File: config.mk
export PLATFORM = sky130hd
export DESIGN_NAME = sb_warp_scoreboard
export DESIGN_NICKNAME = d
export VERILOG_FILES = /design/src/rtl/sb_pkg.sv /design/src/rtl/sb_track_table.sv /design/src/rtl/sb_dep_lookup.sv /design/src/rtl/sb_ibuf_slot.sv /design/src/rtl/sb_warp_scoreboard.sv
export SDC_FILE = /design/constraint.sdc
export NUM_CORES = 2
export LEC_CHECK = 0
export BUFFER_PORTS_ARGS = -buffer_cell sky130_fd_sc_hd__clkbuf_2
export CORE_MARGIN = 5
export CORE_UTILIZATION = 38
export CTS_BUF_LIST = sky130_fd_sc_hd__clkbuf_8
export CTS_CLUSTER_DIAMETER = 30
export DETAILED_ROUTE_END_ITERATION = 16
export PLACE_DENSITY_LB_ADDON = 0.1
export SETUP_SLACK_MARGIN = 0.3
export SLEW_MARGIN = 20
export SYNTH_ARGS = -nofsm -noshare
export SYNTH_HDL_FRONTEND = slang
export SYNTH_SLANG_ARGS = --single-unit
File: constraint.sdc
create_clock -name clk -period 5.3 [get_ports clk]
set_input_delay 0.795 -clock clk [delete_from_list [all_inputs] [get_ports clk]]
set_output_delay 0.795 -clock clk [all_outputs]
set_load 0.1 [all_outputs]
File: src/rtl/sb_pkg.sv
// Package sb_pkg
// Shared constants and helpers for the warp scoreboard.
// Assumes no instance tracks more than SB_MAX_TRACK entries per warp.
package sb_pkg;
    localparam int SB_MAX_TRACK = 32;

    // Keep only the lowest set bit of a vector.
    function automatic logic [SB_MAX_TRACK-1:0] sb_lowest(input logic [SB_MAX_TRACK-1:0] v);
        return v & (~v + 1'b1);
    endfunction
endpackage

File: src/rtl/sb_track_table.sv
// Module sb_track_table
// Table of destination registers with writes outstanding, for one warp.
// Allocation picks the lowest entry that is free in the current state.
// An entry released in a cycle is therefore not reused until the next cycle.
// Assumes a register is pending in at most one entry, which the WAW check ensures.
module sb_track_table
    import sb_pkg::*;
#(
    parameter int TRACK = 6,
    parameter int RW    = 7
) (
    input  logic                       clk,
    input  logic                       rst_n,
    input  logic                       alloc_en,
    input  logic [RW-1:0]              alloc_reg,
    input  logic                       rel_en,
    input  logic [RW-1:0]              rel_reg,
    output logic                       full,
    output logic [TRACK-1:0]           rel_hit,
    output logic [TRACK-1:0]           nxt_v,
    output logic [TRACK-1:0][RW-1:0]   nxt_r
);
    logic [TRACK-1:0]         ent_v;
    logic [TRACK-1:0][RW-1:0] ent_r;
    logic [SB_MAX_TRACK-1:0]  free_ext;
    logic [SB_MAX_TRACK-1:0]  pick;
    logic [TRACK-1:0]         alloc_oh;

    assign full = &ent_v;

    // Choose the lowest free entry for a new allocation.
    always_comb begin
        free_ext = '0;
        free_ext[TRACK-1:0] = ~ent_v;
        pick = sb_lowest(free_ext);
        alloc_oh = alloc_en ? pick[TRACK-1:0] : '0;
    end

    // Find the entry being released and form the next table state.
    always_comb begin
        for (int i = 0; i < TRACK; i++) begin
            rel_hit[i] = rel_en && ent_v[i] && (ent_r[i] == rel_reg);
            nxt_v[i]   = (ent_v[i] && !rel_hit[i]) || alloc_oh[i];
            nxt_r[i]   = alloc_oh[i] ? alloc_reg : ent_r[i];
        end
    end

    // Register the table.
    always_ff @(posedge clk) begin
        if (!rst_n) begin
            ent_v <= '0;
            ent_r <= '0;
        end else begin
            ent_v <= nxt_v;
            ent_r <= nxt_r;
        end
    end
endmodule

File: src/rtl/sb_dep_lookup.sv
// Module sb_dep_lookup
// Compares an instruction's two sources (RAW) and its destination (WAW)
// with a warp's table and returns one bit per matching valid entry.
// Assumes the table it is given already includes this cycle's updates.
module sb_dep_lookup #(
    parameter int TRACK = 6,
    parameter int RW    = 7
) (
    input  logic [TRACK-1:0]         tv,
    input  logic [TRACK-1:0][RW-1:0] tr,
    input  logic [RW-1:0]            srca,
    input  logic                     srca_en,
    input  logic [RW-1:0]            srcb,
    input  logic                     srcb_en,
    input  logic [RW-1:0]            dst,
    input  logic                     dst_en,
    output logic [TRACK-1:0]         dep
);
    // Mark each valid entry that matches a used operand.
    always_comb begin
        for (int i = 0; i < TRACK; i++) begin
            dep[i] = tv[i] && ((srca_en && tr[i] == srca) ||
                               (srcb_en && tr[i] == srcb) ||
                               (dst_en  && tr[i] == dst));
        end
    end
endmodule

File: src/rtl/sb_ibuf_slot.sv
// Module sb_ibuf_slot
// Scoreboard state of one instruction-buffer slot: a valid flag, the
// destination, and the dependency vector that writebacks clear.
// Assumes a load applies to an empty slot or to one dispatched in the same cycle.
module sb_ibuf_slot #(
    parameter int TRACK = 6,
    parameter int RW    = 7
) (
    input  logic             clk,
    input  logic             rst_n,
    input  logic             load,
    input  logic [TRACK-1:0] load_dep,
    input  logic [RW-1:0]    load_dst,
    input  logic             load_dst_en,
    input  logic             take,
    input  logic [TRACK-1:0] clr_mask,
    output logic             vld,
    output logic [TRACK-1:0] dep,
    output logic [RW-1:0]    dst,
    output logic             dst_en
);
    // Load, empty, or clear bits of the slot's dependency vector.
    always_ff @(posedge clk) begin
        if (!rst_n) begin
            vld    <= 1'b0;
            dep    <= '0;
            dst    <= '0;
            dst_en <= 1'b0;
        end else if (load) begin
            vld    <= 1'b1;
            dep    <= load_dep;
            dst    <= load_dst;
            dst_en <= load_dst_en;
        end else if (take) begin
            vld    <= 1'b0;
            dep    <= '0;
            dst_en <= 1'b0;
        end else begin
            dep    <= dep & ~clr_mask;
        end
    end
endmodule

File: src/rtl/sb_warp_scoreboard.sv
// Module sb_warp_scoreboard
// Reduced dependency scoreboard for all warps of a SIMT core. It keeps a
// pending-write table per warp and a dependency vector per buffer slot,
// and reports which slots are free of hazards.
// Assumes: dispatch only of ready slots, inserts only into empty slots or into
// the slot dispatched in the same cycle, NUM_WARPS and SLOTS of at least 2.
module sb_warp_scoreboard #(
    parameter int NUM_WARPS = 8,
    parameter int NUM_REGS  = 128,
    parameter int TRACK     = 6,
    parameter int SLOTS     = 4
) (
    input  logic                          clk,
    input  logic                          rst_n,
    input  logic                          ins_valid,
    input  logic [$clog2(NUM_WARPS)-1:0]  ins_warp,
    input  logic [$clog2(SLOTS)-1:0]      ins_slot,
    input  logic [$clog2(NUM_REGS)-1:0]   ins_srca,
    input  logic                          ins_srca_en,
    input  logic [$clog2(NUM_REGS)-1:0]   ins_srcb,
    input  logic                          ins_srcb_en,
    input  logic [$clog2(NUM_REGS)-1:0]   ins_dst,
    input  logic                          ins_dst_en,
    input  logic                          disp_valid,
    input  logic [$clog2(NUM_WARPS)-1:0]  disp_warp,
    input  logic [$clog2(SLOTS)-1:0]      disp_slot,
    input  logic                          wb_valid,
    input  logic [$clog2(NUM_WARPS)-1:0]  wb_warp,
    input  logic [$clog2(NUM_REGS)-1:0]   wb_reg,
    output logic [NUM_WARPS*SLOTS-1:0]    ready
);
    localparam int WW = $clog2(NUM_WARPS);
    localparam int SW = $clog2(SLOTS);
    localparam int RW = $clog2(NUM_REGS);
    localparam int NE = NUM_WARPS * SLOTS;

    logic [NUM_WARPS-1:0]                   w_full;
    logic [NUM_WARPS-1:0][TRACK-1:0]        w_rel;
    logic [NUM_WARPS-1:0][TRACK-1:0]        w_nv;
    logic [NUM_WARPS-1:0][TRACK-1:0][RW-1:0] w_nr;
    logic [NE-1:0]                          s_vld;
    logic [NE-1:0]                          s_dst_en;
    logic [NE-1:0][RW-1:0]                  s_dst;
    logic [NE-1:0][TRACK-1:0]               s_dep;
    logic [TRACK-1:0]                       ins_tv;
    logic [TRACK-1:0][RW-1:0]               ins_tr;
    logic [TRACK-1:0]                       ins_dep;

    // Select the inserting warp's next-state table for the lookup.
    always_comb begin
        ins_tv = '0;
        ins_tr = '0;
        for (int w = 0; w < NUM_WARPS; w++) begin
            if (ins_warp == WW'(w)) begin
                ins_tv = w_nv[w];
                ins_tr = w_nr[w];
            end
        end
    end

    sb_dep_lookup #(.TRACK(TRACK), .RW(RW)) u_lookup (
        .tv(ins_tv), .tr(ins_tr),
        .srca(ins_srca), .srca_en(ins_srca_en),
        .srcb(ins_srcb), .srcb_en(ins_srcb_en),
        .dst(ins_dst), .dst_en(ins_dst_en),
        .dep(ins_dep)
    );

    for (genvar w = 0; w < NUM_WARPS; w++) begin : g_warp
        logic          disp_here;
        logic          alloc_en;
        logic [RW-1:0] alloc_reg;

        assign disp_here = disp_valid && (disp_warp == WW'(w));

        // Fetch the destination of this warp's dispatched slot.
        always_comb begin
            alloc_en  = 1'b0;
            alloc_reg = '0;
            for (int s = 0; s < SLOTS; s++) begin
                if (disp_here && disp_slot == SW'(s)) begin
                    alloc_en  = s_dst_en[w*SLOTS+s];
                    alloc_reg = s_dst[w*SLOTS+s];
                end
            end
        end

        sb_track_table #(.TRACK(TRACK), .RW(RW)) u_table (
            .clk(clk), .rst_n(rst_n),
            .alloc_en(alloc_en), .alloc_reg(alloc_reg),
            .rel_en(wb_valid && (wb_warp == WW'(w))), .rel_reg(wb_reg),
            .full(w_full[w]), .rel_hit(w_rel[w]),
            .nxt_v(w_nv[w]), .nxt_r(w_nr[w])
        );

        for (genvar s = 0; s < SLOTS; s++) begin : g_slot
            localparam int E = w*SLOTS + s;

            sb_ibuf_slot #(.TRACK(TRACK), .RW(RW)) u_slot (
                .clk(clk), .rst_n(rst_n),
                .load(ins_valid && ins_warp == WW'(w) && ins_slot == SW'(s)),
                .load_dep(ins_dep), .load_dst(ins_dst), .load_dst_en(ins_dst_en),
                .take(disp_here && disp_slot == SW'(s)),
                .clr_mask(w_rel[w]),
                .vld(s_vld[E]), .dep(s_dep[E]),
                .dst(s_dst[E]), .dst_en(s_dst_en[E])
            );

            // A slot is ready when nothing blocks it and an entry is free for its destination.
            assign ready[E] = s_vld[E] && (s_dep[E] == '0) && !(s_dst_en[E] && w_full[w]);
        end
    end
endmodule

==> results.txt <==
The run finished with clean final reports. Power spread over the standard cell area amounts to 348.2 nW/um2. The arrival time at the worst endpoint was 5460 ps. Static timing analysis puts the maximum clock frequency at 214.8 MHz. The number of global-route vias before repair is 38474. The height of the die is 343.2 um. The post-detailed-route wirelength per cell works out to 29.78 um.

For this block, wires on met1 add up to 87.78 mm. For the number of nets in the synthesized netlist, the log shows 4960. The tools report the post-synthesis cell count as 4911. For this run, the leading register cell type out of synthesis is sky130_fd_sc_hd__dfxtp_1.

Clock skew on the completed layout was measured at 65.80 ps. The run gives 0 as the max capacitance violation total. The detailed router finished its first iteration with 5144 violations. TritonCTS built the clock tree. Detailed routing placed a total of 84.62 mm of wire on met2. The async set-or-reset flop fraction in the synthesized netlist was 0%.

Overall die area: 117800 um2. The mean cell area of the mapped netlist was 8.589 um2; the number of clock buffers inserted by TritonCTS was 223. After detailed routing, no signal wire sits above met4. In the final layout, the share of cells above drive strength 1 is 17.71%. The number of routed nets with antenna violations is 0, and the count of pins on the block boundary is 81. Of the synthesized area, sequential elements account for 41.01%. The setup check on the worst reg-to-reg path leaves a slack of 640 ps. By area, the combinational part of the netlist is dominated by simple AND/OR/NAND/NOR gates.

Final setup violation count: 0. Summing the areas of all and, or, nand and nor instances in the mapped netlist gives 21.07% of the synthesized area. The number of antenna violations at the first check in global routing was 9; the worst slew margin relative to its limit was 13.17%. The pre-CTS setup slack was -132.3 ps; the clock transition time at the flip-flop clock pins of the worst setup and hold paths was 50 ps. The critical path in this run is classified as reg2reg. Entering global routing, the biggest net connects 197 pins. Buffering stage count on the worst path with inverters included: 1. The filler cells instantiated in the layout total 11103.

The count of vias placed by the detailed router was 40715; the clock latency of the later-clocked register in the worst-skew pair was 910 ps. Counting along the longest clock path gives a buffer depth of 3. Detailed placement finished with a half-perimeter wire length of 150.1 mm. Buffer cell driving the clock tree root: sky130_fd_sc_hd__clkbuf_8. The mux cell area share after synthesis works out to 10.98%. The routed design uses 19.95 mm of met3 wire. After floorplanning, the core was sized to cover 110500 um2. Adding up every negative setup slack in the final design gives 0 ps. The number of hold buffers added after CTS was 0.

The count of input and output buffers was 80. The number of synthesized register bits works out to 864. Of the total synthesized cell area, the portion taken by XOR and XNOR cells is 9.448%.

The hold slack was 451.7 ps; the die extent in x was 343.2 um. Of the total synthesized cell area, the portion taken by full adders, half adders and majority gates is 0%. The worst hold path terminates at g_warp[1].g_slot[0].u_slot.dst[3]. The floorplan has 122 rows. The number of different library cells used by synthesis comes to 98. The worst setup path is captured at a flop.

The worst register-to-register path has a depth of 13. The shortest clock period the worst path allows after layout works out to 4656 ps. The global-route wire length before repair is 286.8 mm, and the area of the mapped netlist is 42180 um2.

Count of flip-flops with a built-in enable after synthesis: 0. For this run, the number of Yosys warnings is 0. The tree built by TritonCTS fans out to 864 sinks. The instance count along the most critical hold path works out to 2.

In this run the static leakage power is 0.01982 uW. The smallest setup slack after layout came out at 644.0 ps. Compared with the post-synthesis result, the final layout area differs by 20.82%. Global routing used 33.60% of the available tracks across all layers. The tightest min-delay check is of the reg2reg type.

The per-cell via count in the routed design is 5.929, and the portion of the clock cycle consumed by the worst path in the final layout is 87.85%. The number of failing hold endpoints at the final stage came out at 0. The slowest cell on the critical path is sky130_fd_sc_hd__nor2b_1. Of all nets on the critical path, the largest fanout is 32. The final count of pins violating max slew is 0, and the final global-route overflow total is 0. On the critical path the largest part of the delay comes from compound AO/OA/AOI/OAI gates. The net count of the finished layout was 5229. The starting density of the core came out at 38.17%.

The slew of the pin with the lowest slew margin came out at 1302 ps. In this run the post-CTS setup repair buffer count came out at 0. The required time of the critical path is 6100 ps. The largest single stage delay on the critical path is 770 ps. The worst register-to-register path begins at g_warp[4].g_slot[2].u_slot.dst_en. Iteration count of the initial detailed-routing pass: 8. The worst register-to-register path ends at g_warp[2].g_slot[2].u_slot.dep[0]. Summing the areas of all compound-gate instances in the mapped netlist gives 13.74% of the synthesized area. Walking the worst path, the cells encountered are mux4_1 -> and2_1 -> nor2b_1 -> mux2i_1 -> a22o_1 -> a221oi_1 -> o211ai_1 -> o221ai_1 -> xor2_1 -> nor4_1 -> a311oi_4 -> buf_12 -> o21ai_0.

After detailed routing, the number of remaining DRC violations is 0. The worst min-delay path startpoint was g_warp[1].g_slot[0].u_slot.dst[3]. Summed over all layers, the routed wires come to 204.5 mm. The worst-case IR drop observed on VDD is 225.5 uV. The worst setup path is launched from a flop.

At the end of routability-driven placement, the weighted congestion stood at 1.003. The total of cells resized after clock tree synthesis is 0. Setup repair after global routing left no endpoint under its margin. The clock tree synthesis step divided the H-tree into 4 levels.
[worst max path at each step]
stage	startpoint	endpoint	slack (ps)	depth (start not counted)
6_report	g_warp[4].g_slot[2].u_slot.dst_en	g_warp[2].g_slot[2].u_slot.dep[0]	640	13
5_1_grt	g_warp[4].g_slot[2].u_slot.dst_en	g_warp[0].g_slot[2].u_slot.dep[0]	540	13
4_1_cts	disp_slot[0]	g_warp[7].g_slot[1].u_slot.dep[5]	830	15
3_5_place_dp	disp_slot[0]	g_warp[7].g_slot[1].u_slot.dep[5]	-130	15
3_3_place_gp	disp_slot[0]	g_warp[6].g_slot[2].u_slot.dep[5]	-110	15
2_1_floorplan	disp_slot[0]	g_warp[4].g_slot[3].u_slot.dep[3]	1290	14
[cell usage in the layout (no fill, tap or decap), types with 11 or more instances in the layout]
| master | netlist | final |
|---|---|---|
| sky130_fd_sc_hd__nor3_1 | 74 | 71 |
| sky130_fd_sc_hd__clkinvlp_4 | 0 | 26 |
| sky130_fd_sc_hd__nor4_1 | 54 | 54 |
| sky130_fd_sc_hd__nor2_1 | 457 | 451 |
| sky130_fd_sc_hd__nand4_1 | 98 | 98 |
| sky130_fd_sc_hd__and2_1 | 53 | 53 |
| sky130_fd_sc_hd__and4b_1 | 13 | 13 |
| sky130_fd_sc_hd__nand3_1 | 228 | 227 |
| sky130_fd_sc_hd__o221ai_1 | 28 | 28 |
| sky130_fd_sc_hd__o21ai_0 | 239 | 239 |
| sky130_fd_sc_hd__nand2_1 | 717 | 717 |
| sky130_fd_sc_hd__buf_12 | 0 | 21 |
| sky130_fd_sc_hd__o22a_1 | 11 | 11 |
| sky130_fd_sc_hd__nor4b_1 | 33 | 33 |
| sky130_fd_sc_hd__a22oi_1 | 39 | 39 |
| sky130_fd_sc_hd__dfxtp_1 | 864 | 864 |
| sky130_fd_sc_hd__clkbuf_2 | 3 | 70 |
| sky130_fd_sc_hd__buf_4 | 15 | 282 |
| sky130_fd_sc_hd__nor2b_1 | 23 | 21 |
| sky130_fd_sc_hd__bufinv_16 | 0 | 30 |
| sky130_fd_sc_hd__mux2i_1 | 299 | 299 |
| sky130_fd_sc_hd__and3_1 | 28 | 28 |
| sky130_fd_sc_hd__xnor2_1 | 236 | 236 |
| sky130_fd_sc_hd__a21oi_1 | 424 | 424 |
| sky130_fd_sc_hd__xor2_1 | 219 | 219 |
| sky130_fd_sc_hd__mux4_2 | 62 | 62 |
| sky130_fd_sc_hd__nand4b_1 | 14 | 14 |
| sky130_fd_sc_hd__and4_1 | 15 | 15 |
| sky130_fd_sc_hd__inv_1 | 26 | 48 |
| sky130_fd_sc_hd__o22ai_1 | 54 | 53 |
| sky130_fd_sc_hd__o211ai_1 | 15 | 15 |
| sky130_fd_sc_hd__o21ai_2 | 31 | 31 |
| sky130_fd_sc_hd__clkinv_2 | 0 | 57 |
| sky130_fd_sc_hd__mux2_2 | 18 | 18 |
| sky130_fd_sc_hd__o21ai_1 | 21 | 20 |
| sky130_fd_sc_hd__clkbuf_8 | 0 | 272 |
[registers in the layout, indices dropped and copies added (netlist names)]
register                     cells
g_warp.u_table.ent_r           336
g_warp.u_table.ent_v            48
g_warp.g_slot.u_slot.dep       192
g_warp.g_slot.u_slot.vld        32
g_warp.g_slot.u_slot.dst       224
g_warp.g_slot.u_slot.dst_en     32
[cells by family after synthesis]
| logic type | Yosys count |
|---|---|
| DFF | 864 |
| muxes | 381 |
| and+or+nand+nor | 1879 |
| xor gates and xnor gates | 455 |
| AOI/OAI and AO/OA | 975 |
| buffers and inverters | 357 |
[routing by layer]
metal	vias up	track usage, %
li1	17960	-
met1	19996	47.29
met2	2274	48.06
met3	485	7.076
met4	0	17.96
met5	-	0
[Yosys cell counts (53+ instances only)]
master	n	area share [%]
sky130_fd_sc_hd__a21oi_1	424	5.0
sky130_fd_sc_hd__and2_1	53	0.79
sky130_fd_sc_hd__buf_2	68	0.81
sky130_fd_sc_hd__clkbuf_1	209	1.9
sky130_fd_sc_hd__dfxtp_1	864	41
sky130_fd_sc_hd__mux2i_1	299	7.1
sky130_fd_sc_hd__mux4_2	62	3.3
sky130_fd_sc_hd__nand2_1	717	6.4
sky130_fd_sc_hd__nand3_1	228	2.7
sky130_fd_sc_hd__nand4_1	98	1.5
sky130_fd_sc_hd__nor2_1	457	4.1
sky130_fd_sc_hd__nor3_1	74	0.88
sky130_fd_sc_hd__nor4_1	54	0.80
sky130_fd_sc_hd__o21ai_0	239	2.8
sky130_fd_sc_hd__o22ai_1	54	0.80
sky130_fd_sc_hd__xnor2_1	236	4.9
sky130_fd_sc_hd__xor2_1	219	4.5
[layout make-up]
cell class	count	area (um2)	area share, %
clock inverter	150	1634	3.206
antenna	2	5.005	0.009821
multi-input combinational	3690	23420	45.96
tap	1488	1862	3.653
clock buffer	272	3744	7.346
timing repair buffer	373	2888	5.666
inverter	28	112.6	0.2210
sequential	864	17300	33.94
[metrics by stage]
| stage | util [%] | total power (uW) | std cells | instance area, um2 |
|---|---|---|---|---|
| detailed placement | 41.24 | 7923 | 6443 | 45580 |
| CTS | 46.11 | 17800 | 6865 | 50960 |
| floorplan | - | 7378 | 4911 | 42180 |
| global route | 46.11 | 18210 | 6866 | 50960 |
| global placement | 41.24 | 7933 | 6443 | 45580 |
| finish | 46.11 | 17750 | 6867 | 50960 |
[tightest hold or removal path, cell delays in order, from the launching register on]
cell	delay, ps
sky130_fd_sc_hd__dfxtp_1	300
sky130_fd_sc_hd__nand2_1	50
sky130_fd_sc_hd__a21oi_1	50
[where the power goes]
group	internal, uW	total (uW)	switching (uW)
logic	365	1300	934
clock network	6180	9920	3740
registers	6520	6530	10.3
total	13100	17700	4680
No activity file was read; power rests on OpenSTA's default activity.
